`src/rtl/tmr_pkg.sv`:
```
package tmr_pkg;
   typedef enum logic [1:0] {
      SRC_SLOW = 2'b00,
      SRC_MID  = 2'b01,
      SRC_FAST = 2'b10,
      SRC_EXT  = 2'b11
   } src_e;
endpackage

```
`src/rtl/tmr_tick_gen.sv`:
```
module tmr_tick_gen
   import tmr_pkg::*;
#(
   parameter int PS_W     = 10,
   parameter int TAP_SLOW = 8,
   parameter int TAP_MID  = 7,
   parameter int TAP_FAST = 1
) (
   input  logic            clk,
   input  logic            rst_n,
   input  logic [PS_W-1:0] prs_i,
   input  src_e            sel_i,
   output logic            tick_o
);
   localparam int NTAP = 3;
   localparam int TAPS [NTAP] = '{TAP_SLOW, TAP_MID, TAP_FAST};

   logic [NTAP-1:0] tap_now, tap_prev, tap_fall;

   for (genvar i = 0; i < NTAP; i++) begin : g_tap
      assign tap_now[i] = prs_i[TAPS[i]];
   end

   always_ff @(posedge clk or negedge rst_n) begin
      if (!rst_n) tap_prev <= '0;
      else        tap_prev <= tap_now;
   end

   assign tap_fall = tap_prev & ~tap_now;

   always_comb begin
      unique case (sel_i)
         SRC_SLOW: tick_o = tap_fall[0];
         SRC_MID:  tick_o = tap_fall[1];
         SRC_FAST: tick_o = tap_fall[2];
         default:  tick_o = 1'b0;
      endcase
   end
endmodule

```
`src/rtl/tmr_ext_edge.sv`:
```
module tmr_ext_edge #(
   parameter int SYNC_STAGES = 2
) (
   input  logic clk,
   input  logic rst_n,
   input  logic pin_i,
   input  logic rise_i,
   output logic edge_o
);
   logic [SYNC_STAGES-1:0] sync_q;
   logic                   last_q;

   always_ff @(posedge clk or negedge rst_n) begin
      if (!rst_n) sync_q[0] <= 1'b0;
      else        sync_q[0] <= pin_i;
   end

   for (genvar s = 1; s < SYNC_STAGES; s++) begin : g_sync
      always_ff @(posedge clk or negedge rst_n) begin
         if (!rst_n) sync_q[s] <= 1'b0;
         else        sync_q[s] <= sync_q[s-1];
      end
   end

   always_ff @(posedge clk or negedge rst_n) begin
      if (!rst_n) last_q <= 1'b0;
      else        last_q <= sync_q[SYNC_STAGES-1];
   end

   assign edge_o = rise_i ? ( sync_q[SYNC_STAGES-1] & ~last_q)
                          : (~sync_q[SYNC_STAGES-1] &  last_q);
endmodule

```
`src/rtl/tmr_down_cnt.sv`:
```
module tmr_down_cnt #(
   parameter int W = 8
) (
   input  logic         clk,
   input  logic         rst_n,
   input  logic         load_i,
   input  logic         tick_i,
   output logic [W-1:0] cnt_o,
   output logic         unf_o
);
   localparam logic [W-1:0] ALL_ONES = '1;

   always_ff @(posedge clk or negedge rst_n) begin
      if (!rst_n) begin
         cnt_o <= ALL_ONES;
         unf_o <= 1'b0;
      end else begin
         unf_o <= 1'b0;
         if (load_i) begin
            cnt_o <= ALL_ONES;
         end else if (tick_i) begin
            cnt_o <= cnt_o - 1'b1;
            unf_o <= (cnt_o == '0);
         end
      end
   end
endmodule

```
`src/rtl/tmr_mode_ctrl.sv`:
```
module tmr_mode_ctrl
   import tmr_pkg::*;
#(
   parameter int REG_W       = 8,
   parameter int CNT_W       = 8,
   parameter int PS_W        = 10,
   parameter int TAP_SLOW    = 8,
   parameter int TAP_MID     = 7,
   parameter int TAP_FAST    = 1,
   parameter int SYNC_STAGES = 2,
   parameter int RO_BIT      = 1
) (
   input  logic             clk,
   input  logic             rst_n,
   input  logic             wr_en,
   input  logic [REG_W-1:0] wr_data,
   output logic [REG_W-1:0] rd_data,
   input  logic [PS_W-1:0]  prs_i,
   input  logic             ext_a,
   input  logic             ext_b,
   input  logic             edge_sel_a,
   input  logic             edge_sel_b,
   input  logic             remote_mode,
   output logic [CNT_W-1:0] cnt_a,
   output logic [CNT_W-1:0] cnt_b,
   output logic             unf_a,
   output logic             unf_b
);
   localparam int NCH = 2;
   localparam logic [REG_W-1:0] RO_MASK = REG_W'(1) << RO_BIT;

   if (PS_W <= TAP_SLOW || TAP_SLOW <= TAP_MID || TAP_MID <= TAP_FAST)
      $error("prescaler taps must be ordered and fit inside PS_W");
   if (REG_W < 8 || RO_BIT >= REG_W - 2)
      $error("mode register too narrow for the source field");
   if (SYNC_STAGES < 2)
      $error("synchronizer needs at least two stages");

   logic [REG_W-1:0] mode_q;
   src_e             src;
   logic             div_tick, preload;
   logic [NCH-1:0]   pin, rise, ext_tick, tick;
   logic [CNT_W-1:0] cnt [NCH];
   logic [NCH-1:0]   unf;

   always_ff @(posedge clk or negedge rst_n) begin
      if (!rst_n)     mode_q <= '0;
      else if (wr_en) mode_q <= wr_data & ~RO_MASK;
   end

   assign rd_data = mode_q | RO_MASK;
   assign src     = src_e'(mode_q[REG_W-1 -: 2]);
   assign preload = wr_en & ~remote_mode;

   assign pin  = {ext_b, ext_a};
   assign rise = {remote_mode ? ~edge_sel_a : edge_sel_b, edge_sel_a};

   tmr_tick_gen #(
      .PS_W(PS_W), .TAP_SLOW(TAP_SLOW), .TAP_MID(TAP_MID), .TAP_FAST(TAP_FAST)
   ) u_tick (
      .clk(clk), .rst_n(rst_n), .prs_i(prs_i), .sel_i(src), .tick_o(div_tick)
   );

   for (genvar c = 0; c < NCH; c++) begin : g_ch
      tmr_ext_edge #(.SYNC_STAGES(SYNC_STAGES)) u_edge (
         .clk(clk), .rst_n(rst_n), .pin_i(pin[c]), .rise_i(rise[c]),
         .edge_o(ext_tick[c])
      );

      assign tick[c] = (src == SRC_EXT) ? ext_tick[c] : div_tick;

      tmr_down_cnt #(.W(CNT_W)) u_cnt (
         .clk(clk), .rst_n(rst_n), .load_i(preload), .tick_i(tick[c]),
         .cnt_o(cnt[c]), .unf_o(unf[c])
      );
   end

   assign cnt_a = cnt[0];
   assign cnt_b = cnt[1];
   assign unf_a = unf[0];
   assign unf_b = unf[1];
endmodule

```
`config.mk`:
```
export PLATFORM = sky130hd
export DESIGN_NAME = tmr_mode_ctrl
export DESIGN_NICKNAME = d
export VERILOG_FILES = /design/src/rtl/tmr_pkg.sv /design/src/rtl/tmr_tick_gen.sv /design/src/rtl/tmr_ext_edge.sv /design/src/rtl/tmr_down_cnt.sv /design/src/rtl/tmr_mode_ctrl.sv
export SDC_FILE = /design/constraint.sdc
export NUM_CORES = 1
export LEC_CHECK = 0
export BUFFER_PORTS_ARGS = -buffer_cell sky130_fd_sc_hd__buf_2
export CORE_MARGIN = 1
export CORE_UTILIZATION = 30
export DETAILED_ROUTE_END_ITERATION = 8
export GPL_TIMING_DRIVEN = 0
export PLACE_DENSITY_LB_ADDON = 0.08
export SYNTH_ARGS = -nofsm -noshare
export SYNTH_HDL_FRONTEND = slang
export SYNTH_SLANG_ARGS = --single-unit
```
`constraint.sdc`:
```
create_clock -name clk -period 2.62 [get_ports clk]
set_input_delay 0.786 -clock clk [delete_from_list [all_inputs] [get_ports clk]]
set_output_delay 0.786 -clock clk [all_outputs]
set_load 0.05 [all_outputs]
```
# Word level (Yosys, flattened, before mapping)
# Cells that the tools add are included.
dict set report totals {
  regBits 34
  input_bits 26
  output_inout_bits 26
  wordCells 49
}
dict set report classes {
  add_sub_neg 2
  eq_ne 3
  muxes 14
  n_bitwise 13
  n_reduce_logical 5
}
# op count
set op_table {}
lappend op_table {{8-bit 2-to-1 mux} 4}
lappend op_table {{8-bit logical NOT} 2}
lappend op_table {{8-bit by 1-bit subtractor with 8-bit output, second input constant} 2}
lappend op_table {{1-bit 2-to-1 mux} 9}
lappend op_table {{1-bit inverter} 6}
lappend op_table {{1-bit AND} 5}
lappend op_table {{2-bit == test, second input constant} 2}
lappend op_table {{2-bit nonzero test} 2}
lappend op_table {{3-bit AND} 1}
lappend op_table {{3-bit inverter} 1}
lappend op_table {{1-bit one-hot mux with 3 select lines} 1}
lappend op_table {{2-bit by 1-bit == test with 1-bit output, second input constant} 1}
lappend op_table {{2-bit logical NOT} 1}

# Longest topological paths before layout
# Gate-level depths: netlist of run 1.
dict set report depth {
  depth_word 6
  mapped_depth 6
  mapped_depth_nobuf 6
}

# Modules after synthesis
# From an unflattened synthesis of run 1, not the netlist that was laid out.
dict set report hier_totals {
  cells_unflattened 127
  area_unflattened_um2 1569.0
}
# mod instances cells_per_inst area_per_inst_um2 seq_area_each_um2
set modules_own_cells {}
lappend modules_own_cells {tmr_down_cnt 2 42 457.9 235.2}
lappend modules_own_cells {tmr_mode_ctrl 1 23 347.8 175.2}
lappend modules_own_cells {tmr_ext_edge 2 6 97.6 75.1}
lappend modules_own_cells {tmr_tick_gen 1 8 110.1 75.1}

# Least setup slack after synthesis of run 1
# No wires, ideal clock.
dict set report synth_timing {
  path_type {input -> register}
  start {input prs_i[8]}
  end {register g_ch[1].u_cnt.cnt_o[5]}
  setup_time_ps 91
  arrival_ps 1835
  required_ps 2529
  slack_ps 694
  stages 6
  n_path_buf 1
  path_cell_list {nor4b_2 > a31oi_1 > a211oi_2 > buf_6 > and3_2 > o21ai_1}
}
dict set report synth_via {
  elab_chain_len 5
}
# element line
set synth_lines {}
lappend synth_lines {{start: declaration} tmr_mode_ctrl.sv:18} ;# input logic [PS_W-1:0] prs_i,
lappend synth_lines {{3-bit inverter} tmr_tick_gen.sv:29} ;# assign tap_fall = tap_prev & ~tap_now;
lappend synth_lines {{3-bit AND} tmr_tick_gen.sv:29}
lappend synth_lines {{1-bit one-hot mux with 3 select lines} tmr_tick_gen.sv:32} ;# unique case (sel_i)
lappend synth_lines {{1-bit 2-to-1 mux} tmr_mode_ctrl.sv:70} ;# assign tick[c] = (src == SRC_EXT) ? ext_tick[c] : div_tick;
lappend synth_lines {{2-bit nonzero test (no line)} -}
lappend synth_lines {{end signal: assignment} tmr_down_cnt.sv:22} ;# cnt_o <= cnt_o - 1'b1;
lappend synth_lines {{end: declaration} tmr_down_cnt.sv:8} ;# output logic [W-1:0] cnt_o,
# No other way between the ends.
# A chain may end at the register's enable or synchronous reset.

# Worst setup path in the final report of run 1
dict set report layout_timing {
  start {register g_ch[1].u_cnt.cnt_o[0]}
  end {output cnt_b[0]}
}
# element line
set layout_rtl {}
lappend layout_rtl {{end: declaration} tmr_mode_ctrl.sv:25} ;# output logic [CNT_W-1:0] cnt_b,
# No word-level cell between the ends.

==> results of run 1 <==
-- cell type report --
| cell class | count | area [um2] |
|---|---|---|
| timing repair buffer | 41 | 205 |
| fill | 481 | 2890 |
| clock inverter | 3 | 68.8 |
| buffer | 5 | 33.8 |
| clock buffer | 5 | 68.8 |
| multi-input combinational | 90 | 641 |
| inverter | 6 | 22.5 |
| sequential | 34 | 871 |
| tap | 67 | 83.8 |
-- power by group through the flow --
stage | Clock [W] | Sequential [W] | Combinational (W)
6_report | 0.000580 | 0.000694 | 0.000476
5_1_grt | 0.000615 | 0.000706 | 0.000522
4_1_cts | 0.000599 | 0.000694 | 0.000482
3_5_place_dp | 0 | 0.000703 | 0.000480
3_3_place_gp | 0 | 0.000702 | 0.000468
2_1_floorplan | 0 | 0.000881 | 0.000168
-- stage by stage --
stage | cell area (um2) | power, W | setup WS, ns | instances
6_report | 1990 | 0.00175 | 0.667 | 251
5_1_grt | 1990 | 0.00184 | 0.544 | 251
4_1_cts | 1990 | 0.00178 | 0.626 | 251
3_5_place_dp | 1860 | 0.00118 | 0.339 | 243
3_3_place_gp | 1860 | 0.00117 | 0.362 | 243
2_1_floorplan | 1570 | 0.00105 | 0.694 | 135
-- layout by cell type, fill, tap and decap left out, drive strengths merged, types with 2 or more instances in the layout --
master / count
o21ai: 11
xnor2: 3
nor4b: 2
and3: 6
nand2b: 7
bufinv: 2
o211ai: 2
a31oi: 5
and4: 7
dfrtp: 18
or3: 2
nor2: 5
nand2: 4
nor2b: 2
clkbuf: 7
mux2: 7
ha: 4
a21oi: 7
buf: 44
inv: 6
dfstp: 16
nor3: 7
a211oi: 2
-- synthesized netlist by cell type, types with 2 or more instances --
library cell  count  area (um2)
nor3_1            7        35.0
nand2_1           4        15.0
buf_4             2        15.0
a21oi_1           7        35.0
nor2b_1           2        12.5
clkbuf_1          2        7.51
xnor2_1           3        26.3
and3_1            3        18.8
ha_1              4        50.1
o21ai_0           4        20.0
nand2b_1          7        43.8
and4_2            4        40.0
dfstp_2          16         420
o211ai_1          2        15.0
and4_1            3        26.3
or3_1             2        12.5
a31oi_1           5        31.3
o21ai_1           7        35.0
inv_1             6        22.5
nor2_1            5        18.8
mux2_2            7        78.8
dfrtp_1          18         450
and3_2            3        22.5
-- worst max path at each step --
stage	start	end	cells past startpoint
floorplan	prs_i[8]	g_ch[1].u_cnt.cnt_o[5]	6
global placement	prs_i[8]	g_ch[1].u_cnt.cnt_o[5]	7
detailed placement	prs_i[8]	g_ch[1].u_cnt.cnt_o[4]	7
CTS	prs_i[8]	g_ch[1].u_cnt.cnt_o[4]	7
global route	prs_i[8]	g_ch[1].u_cnt.cnt_o[6]	7
finish	g_ch[1].u_cnt.cnt_o[0]	cnt_b[0]	1
-- registers in the layout, summed over array words and instances, names as in the netlist --
name,count
g_ch.u_edge.last_q,2
u_tick.tap_prev,3
g_ch.u_edge.sync_q,4
g_ch.u_cnt.cnt_o,16
mode_q,7
g_ch.u_cnt.unf_o,2
-- routing by layer --
| layer | part of all wire [%] | up-vias | wire length [um] | global-route usage [%] |
|---|---|---|---|---|
| li1 | - | 592 | - | - |
| met3 | 4.7 | 7 | 161 | 4.34 |
| met5 | 0 | - | 0 | 0 |
| met4 | 1.7 | 0 | 58 | 5.66 |
| met1 | 46 | 575 | 1580 | 18.2 |
| met2 | 48 | 30 | 1630 | 23.7 |
-- cell families after synthesis --
family	share of synthesized area (%)
and+or+nand+nor	19.2
DFF	55.5
AOI/OAI and AO/OA	11.5
buffers and inverters	3.59
muxes	5.03
adders and majority gates	3.19
xor gates and xnor gates	1.68
other	0.239
==> flow_summary.ini, run 1 <==
[floorplanning]
core_area_mm2 = 0.00488
rows = 25
io_pins = 52
die_w_um = 74.3
die_height_um = 74.3
dieArea_mm2 = 0.00552
initial_utilization_pct = 32.1

[setup_path]
path_cells = buf_2
reg2reg_from = mode_q[6]
required_ns = 1.83
critPathTopFamily = flip-flops
regToRegEndpoint = g_ch[1].u_cnt.cnt_o[4]
slowest_stage = dfstp_2
slowest_delay_ns = 0.60
cp.arrival_ns = 1.17
end_kind = output port
cp_max_fo = 6
worst-path-buf-inv = 1
reg2reg_slack_ns = 0.78
crit_type = register to output port
rr_worst_depth = 6
critPathLaunchType = register

[logic_synthesis]
synthArstFlopShare_pct = 100
synth_ff_type = dfrtp_1
netlist_area_mm2 = 0.00157
ys_seq_area_share_pct = 55.5
yosysUniqueCellTypes = 35
postSynthCellCount = 135
ys_ff_latch = 34
synth-edff-count = 0
avgSynthCellArea_um2 = 11.6
ys_warn_count = 0
syn-num-nets = 165

[clocking]
cts_resized = 0
h-tree-depth = 2
clock_latency_ns = 0.28
post_cts_buffers = 0
clock_path_buffers = 2
cts_tree = yes
cts_buffers = 5
cts_root_buf = clkbuf_8
clk_pin_slew_ns = 0.07
cts.hold.buffers_added = 0
clock_sinks = 34

[pwr]
p_int_w = 0.00114
leakage_nw = 0.875
irDropWorstVdd_v = 0.000610
p_seq_share_pct = 39.6
cellPowerDensity_mw_per_mm2 = 877
switching_share_pct = 34.9
switchingPower_w = 0.000610
p_clk_share_pct = 33.2
combinationalPowerShare_pct = 27.2

[place]
gp_congestion = 0.734
io_buffers = 41
dp_hpwl_mm = 2.45

[timing]
relSlewSlack_pct = 50.2
setup_viol = 0
setup_tns_ns = 0
rsz0062_at_grt = false
final-hold-violation-count = 0
fin_hold_ws_ns = 0.352
worstMarginPinSlew_ns = 0.746
post-route-period-util_pct = 74.5
clock_skew_ns = 0.00570
drv_slew = 0
max_freq_ghz = 0.512
min_period_ns = 1.95

[global_route]
grt_pass1_vias = 1227
grt_pass1_wl_mm = 5.93
antenna_found_initial = 0
track_usage_pct = 14.5
gr-total-overflow = 0
grt_max_degree = 35

[drt]
initialDrtViolationCount = 61
drc = 0
ant_nets = 0
firstDrtPassIters = 4
vias_per_cell = 4.80
vias = 1204
post_drt_wl_per_cell_um = 13.7
wirelength_mm = 3.43

[worst_hold_path]
min_path_cells = 0
whs_endpoint = g_ch[1].u_edge.sync_q[1]
hp-class = register to register
hp-start = g_ch[1].u_edge.sync_q[0]

[layout]
antenna_cells = 0
final_nets = 213
fin_util_pct = 40.9
area_delta_synth_final_pct = 27.2
drive_above_1_share_pct = 46.2

[outcome]
status = complete, no violations

[flow_run]
drv_cap = 0
Power figures use the tool's default switching activity.
==> inputs of run 2 (changes only) <==
==> constraint.sdc (replaced) <==
create_clock -name clk -period 1.8 [get_ports clk]
set_input_delay 0.54 -clock clk [delete_from_list [all_inputs] [get_ports clk]]
set_output_delay 0.54 -clock clk [all_outputs]
set_load 0.05 [all_outputs]
==> flow_summary.ini, run 2 (synthesis gave the netlist of run 1 again) <==
[clocking]
cts_buffers = 5
cts_tree = yes
clock_path_buffers = 2
clk_pin_slew_ns = 0.07
clock_latency_ns = 0.28
clock_sinks = 34
cts_root_buf = clkbuf_8
h-tree-depth = 2

[timing]
worstMarginPinSlew_ns = 0.858
min_period_ns = 1.77
post-route-period-util_pct = 98.3
final-hold-violation-count = 0
setup_tns_ns = 0
relSlewSlack_pct = 42.3
drv_slew = 0
setup_viol = 0
max_freq_ghz = 0.565
rsz0062_at_grt = true
clock_skew_ns = 0.00456

[layout]
final_nets = 217
regMostFlops = g_ch.u_cnt.cnt_o
final_common_cell = buf_2
drive_above_1_share_pct = 51.1
area_delta_synth_final_pct = 31.7
multi_input_area_um2 = 698
top_regs = g_ch.u_cnt.cnt_o: 16 flops, mode_q: 7 flops, g_ch.u_edge.sync_q: 4 flops
largest_reg_flops = 16
antenna_cells = 0
final_area_mm2 = 0.00206
final_cell_mix = buf_2, dfstp_2, dfrtp_1
final.fill_count = 492
seqCellArea_um2 = 873

[setup_path]
slowest_delay_ns = 0.45
crit_type = register to register
endpoint = g_ch[1].u_cnt.cnt_o[7]
end_kind = register
reg2reg_from = mode_q[6]
critPathLaunchType = register
required_ns = 2.01
regToRegEndpoint = g_ch[1].u_cnt.cnt_o[7]
critPathTopFamily = simple AND/OR/NAND/NOR gates
worst-path-buf-inv = 1
slowest_stage = dfrtp_2
path_cells = nor4b_4 > a31oi_4 > a211oi_4 > buf_6 > and4_4 > o21ai_2
setup.worst_path.start = mode_q[6]
cp_num_cells = 6
reg2reg_slack_ns = 0.03
cp.arrival_ns = 1.98
rr_worst_depth = 6
cp_max_fo = 5

[floorplanning]
core_area_mm2 = 0.00488
die_height_um = 74.3
rows = 25
dieArea_mm2 = 0.00552
initial_utilization_pct = 32.1
die_w_um = 74.3
io_pins = 52

[drt]
drc = 0
vias_per_cell = 4.83
firstDrtPassIters = 4
wirelength_mm = 3.59
post_drt_wl_per_cell_um = 14.1
initialDrtViolationCount = 56
vias = 1231
ant_nets = 0

[global_route]
grt_pass1_wl_mm = 6.04
gr-total-overflow = 0
antenna_found_initial = 0
track_usage_pct = 14.7
busiest_layer = met2
grt_max_degree = 35
grt_pass1_vias = 1254
grt_util_met1_pct = 18.5
grtUsageMet3_pct = 4.47
use_met2_pct = 24.2

[pwr]
cellPowerDensity_mw_per_mm2 = 1190
irDropWorstVdd_v = 0.00104
power.total_w = 0.00245
leakage_nw = 0.886

[place]
dp_hpwl_mm = 2.43
io_buffers = 41
gp_congestion = 0.732
place_area_mm2 = 0.00186

[worst_hold_path]
hp-class = input port to asynchronous set/reset pin

[outcome]
status = complete, no violations

[flow_run]
drv_cap = 0
run 2: cell types whose count changed in the layout (fill, tap and decap cells not counted), sizes merged:
| cell | previous run | this run |
|---|---|---|
| bufinv | 2 | 1 |
| clkinv | 1 | 0 |
| clkinvlp | 0 | 2 |
| buf | 44 | 48 |
run 2: power breakdown:
group          switching, W  internal [W]  total (W)
logic              0.000509      0.000228   0.000738
clock network      0.000289      0.000412   0.000701
registers          0.000111      0.000901    0.00101
run 2: layer usage:
layer | vias up | share of wire, % | routed length [um]
li1 | 596 | - | -
met1 | 598 | 45 | 1610
met2 | 33 | 50 | 1780
met3 | 4 | 4.3 | 155
met4 | 0 | 1.0 | 36
met5 | - | 0 | 0
run 2: how the worst min path moves through the flow:
| stage | start | cells after the start | end |
|---|---|---|---|
| after floorplan | rst_n | 0 | g_ch[0].u_cnt.unf_o |
| after detailed placement | g_ch[1].u_edge.sync_q[0] | 0 | g_ch[1].u_edge.sync_q[1] |
| final | rst_n | 1 | u_tick.tap_prev[0] |
| after global routing | ext_b | 1 | g_ch[1].u_edge.sync_q[0] |
| after CTS | rst_n | 1 | mode_q[4] |
| after global placement | g_ch[1].u_edge.sync_q[0] | 0 | g_ch[1].u_edge.sync_q[1] |
run 2: timing repair:
| action | in CTS | in global routing |
|---|---|---|
| setup buffers | 2 | 1 |
| hold buffers | 0 | 0 |
| resized for setup | 1 | 14 |
| pin swaps | 1 | 3 |
| endpoints found under the setup margin | 8 | 14 |
| cloned | 0 | 1 |
run 2: final cells by class:
class | count | share of cell area [%]
sequential | 34 | 42.3
tap | 67 | 4.06
multi-input combinational | 90 | 33.8
clock buffer | 5 | 3.33
clock inverter | 3 | 2.18
timing repair buffer | 45 | 11.6
inverter | 6 | 1.09
buffer | 5 | 1.64
run 2: metrics by stage:
stage               util, %  hold WS [ns]  cells  setup slack, ns
global placement       38.1         0.335    243           -0.246
CTS                    40.9         0.342    253         0.000310
global route           42.3         0.338    255          -0.0499
floorplan                 -         0.244    135           0.0324
finish                 42.3         0.318    255           0.0307
detailed placement     38.1         0.335    243           -0.268
==> inputs of run 3 (changes only) <==
--- a/config.mk
+++ b/config.mk
@@ -8,6 +8,7 @@
 export BUFFER_PORTS_ARGS = -buffer_cell sky130_fd_sc_hd__buf_2
 export CORE_MARGIN = 1
 export CORE_UTILIZATION = 30
+export CTS_BUF_LIST = sky130_fd_sc_hd__clkbuf_4 sky130_fd_sc_hd__clkbuf_8
 export DETAILED_ROUTE_END_ITERATION = 8
 export GPL_TIMING_DRIVEN = 0
 export PLACE_DENSITY_LB_ADDON = 0.08
==> constraint.sdc (replaced) <==
create_clock -name clk -period 2 [get_ports clk]
set_input_delay 0.6 -clock clk [delete_from_list [all_inputs] [get_ports clk]]
set_output_delay 0.6 -clock clk [all_outputs]
set_load 0.05 [all_outputs]
==> flow_summary.ini, run 3 (synthesis gave the netlist of run 1 again) <==
[drt]
initialDrtViolationCount = 56
vias = 1212
drc = 0
firstDrtPassIters = 4
wirelength_mm = 3.50
post_drt_wl_per_cell_um = 14.0
ant_nets = 0
vias_per_cell = 4.83

[setup_path]
cp.arrival_ns = 2.06
slowest_delay_ns = 0.44
path_cells = nor4b_2 > a31oi_1 > a21oi_1 > buf_4 > a211oi_1 > nor2_1
cp_max_fo = 10
end_kind = register
critPathLaunchType = register
crit_type = register to register
required_ns = 2.21
worst-path-buf-inv = 1
slowest_stage = dfrtp_1
critPathTopFamily = compound AO/OA/AOI/OAI gates

[layout]
top_regs = g_ch.u_cnt.cnt_o: 16 flops, mode_q: 7 flops, g_ch.u_edge.sync_q: 4 flops
final_cell_mix = buf_2, dfrtp_1, dfstp_2
area_delta_synth_final_pct = 27.7
drive_above_1_share_pct = 46.2
regMostFlops = g_ch.u_cnt.cnt_o
final_cells = 251
final_nets = 213
largest_reg_flops = 16
antenna_cells = 0
final_common_cell = buf_2
fin_util_pct = 41.0

[global_route]
grt_max_degree = 35
gr-total-overflow = 0
grt_pass1_vias = 1227
antenna_found_initial = 0
track_usage_pct = 14.5
grt_pass1_wl_mm = 5.93

[clocking]
clock_latency_ns = 0.28
h-tree-depth = 2
clock_path_buffers = 2
cts_root_buf = clkbuf_8
cts_buffers = 5
clock_sinks = 34
clk_pin_slew_ns = 0.07
cts_tree = yes

[timing]
setup_viol = 0
relSlewSlack_pct = 50.3
rsz0062_at_grt = true
min_period_ns = 1.85
worstMarginPinSlew_ns = 0.745
max_freq_ghz = 0.540
clock_skew_ns = 0.00554
setup_tns_ns = 0
post-route-period-util_pct = 92.6
final-hold-violation-count = 0
drv_slew = 0
fin_hold_ws_ns = 0.352

[floorplanning]
die_w_um = 74.3
rows = 25
dieArea_mm2 = 0.00552
initial_utilization_pct = 32.1
io_pins = 52
core_area_mm2 = 0.00488
die_height_um = 74.3

[place]
place_inst = 243
io_buffers = 41
gp_congestion = 0.734
dp_hpwl_mm = 2.45

[pwr]
p_int_w = 0.00149
cellPowerDensity_mw_per_mm2 = 1150
switchingPower_w = 0.000802
combinationalPowerShare_pct = 27.4
p_seq_share_pct = 39.6
switching_share_pct = 34.9
power.total_w = 0.00230
p_clk_share_pct = 33.0
irDropWorstVdd_v = 0.000799
leakage_nw = 0.876

[worst_hold_path]
hp-class = register to register

[flow_run]
drv_cap = 0

[outcome]
status = complete, no violations
## run 3: cell count changes in the layout (fill, tap and decap cells not counted), sizes merged
cell      previous run  this run
bufinv               1         2
clkinvlp             2         0
clkinv               0         1
buf                 48        44
## run 3: area by class of cell
class	count	area, um2
fillers	481	2880
clock inverters	3	68.8
multi-input cells	90	648
clock buffers	5	68.8
inverters	6	22.5
plain buffers	5	33.8
repair buffers	41	205
well taps	67	83.8
flip-flops and latches	34	871
## run 3: stage by stage
stage                     setup slack [ns]  area [um2]
after CTS                           0.0937        1990
final                                0.149        2000
after global routing               -0.0541        2000
after global placement             -0.0719        1860
after floorplan                      0.153        1570
after detailed placement           -0.0948        1860
## run 3: repair_timing
action                                 CTS  global route
buffers inserted                         0             0
gates resized for setup                  0             1
setup endpoints to repair                0             1
hold buffers                             0             0
endpoints found under the hold margin    0             0
## run 3: power groups by stage
stage,Clock [W],Combinational [W],Sequential [W]
final,0.000759,0.000630,0.000909
after CTS,0.000784,0.000632,0.000909
after global routing,0.000806,0.000691,0.000925
after floorplan,0,0.000220,0.00115
after detailed placement,0,0.000628,0.000920
after global placement,0,0.000613,0.000919
## run 3: worst paths after layout
kind	startpoint	end	slack [ns]	depth (start not counted)
min in group asynchronous	rst_n	u_tick.tap_prev[1]	0.38	1
worst min-delay path	g_ch[1].u_edge.sync_q[0]	g_ch[1].u_edge.sync_q[1]	0.35	0
worst max-delay path	mode_q[7]	g_ch[0].u_cnt.cnt_o[2]	0.15	6
max in group asynchronous	rst_n	g_ch[1].u_cnt.unf_o	1.15	1
worst max register to register	mode_q[7]	g_ch[0].u_cnt.cnt_o[2]	0.15	6
worst min register to register	g_ch[1].u_edge.sync_q[0]	g_ch[1].u_edge.sync_q[1]	0.35	0
## run 3: metal layers
metal | wire [um] | GRT usage [%]
met1 | 1590 | 18.2
met2 | 1690 | 23.7
met3 | 169 | 4.34
met4 | 47 | 5.66
met5 | 0 | 0
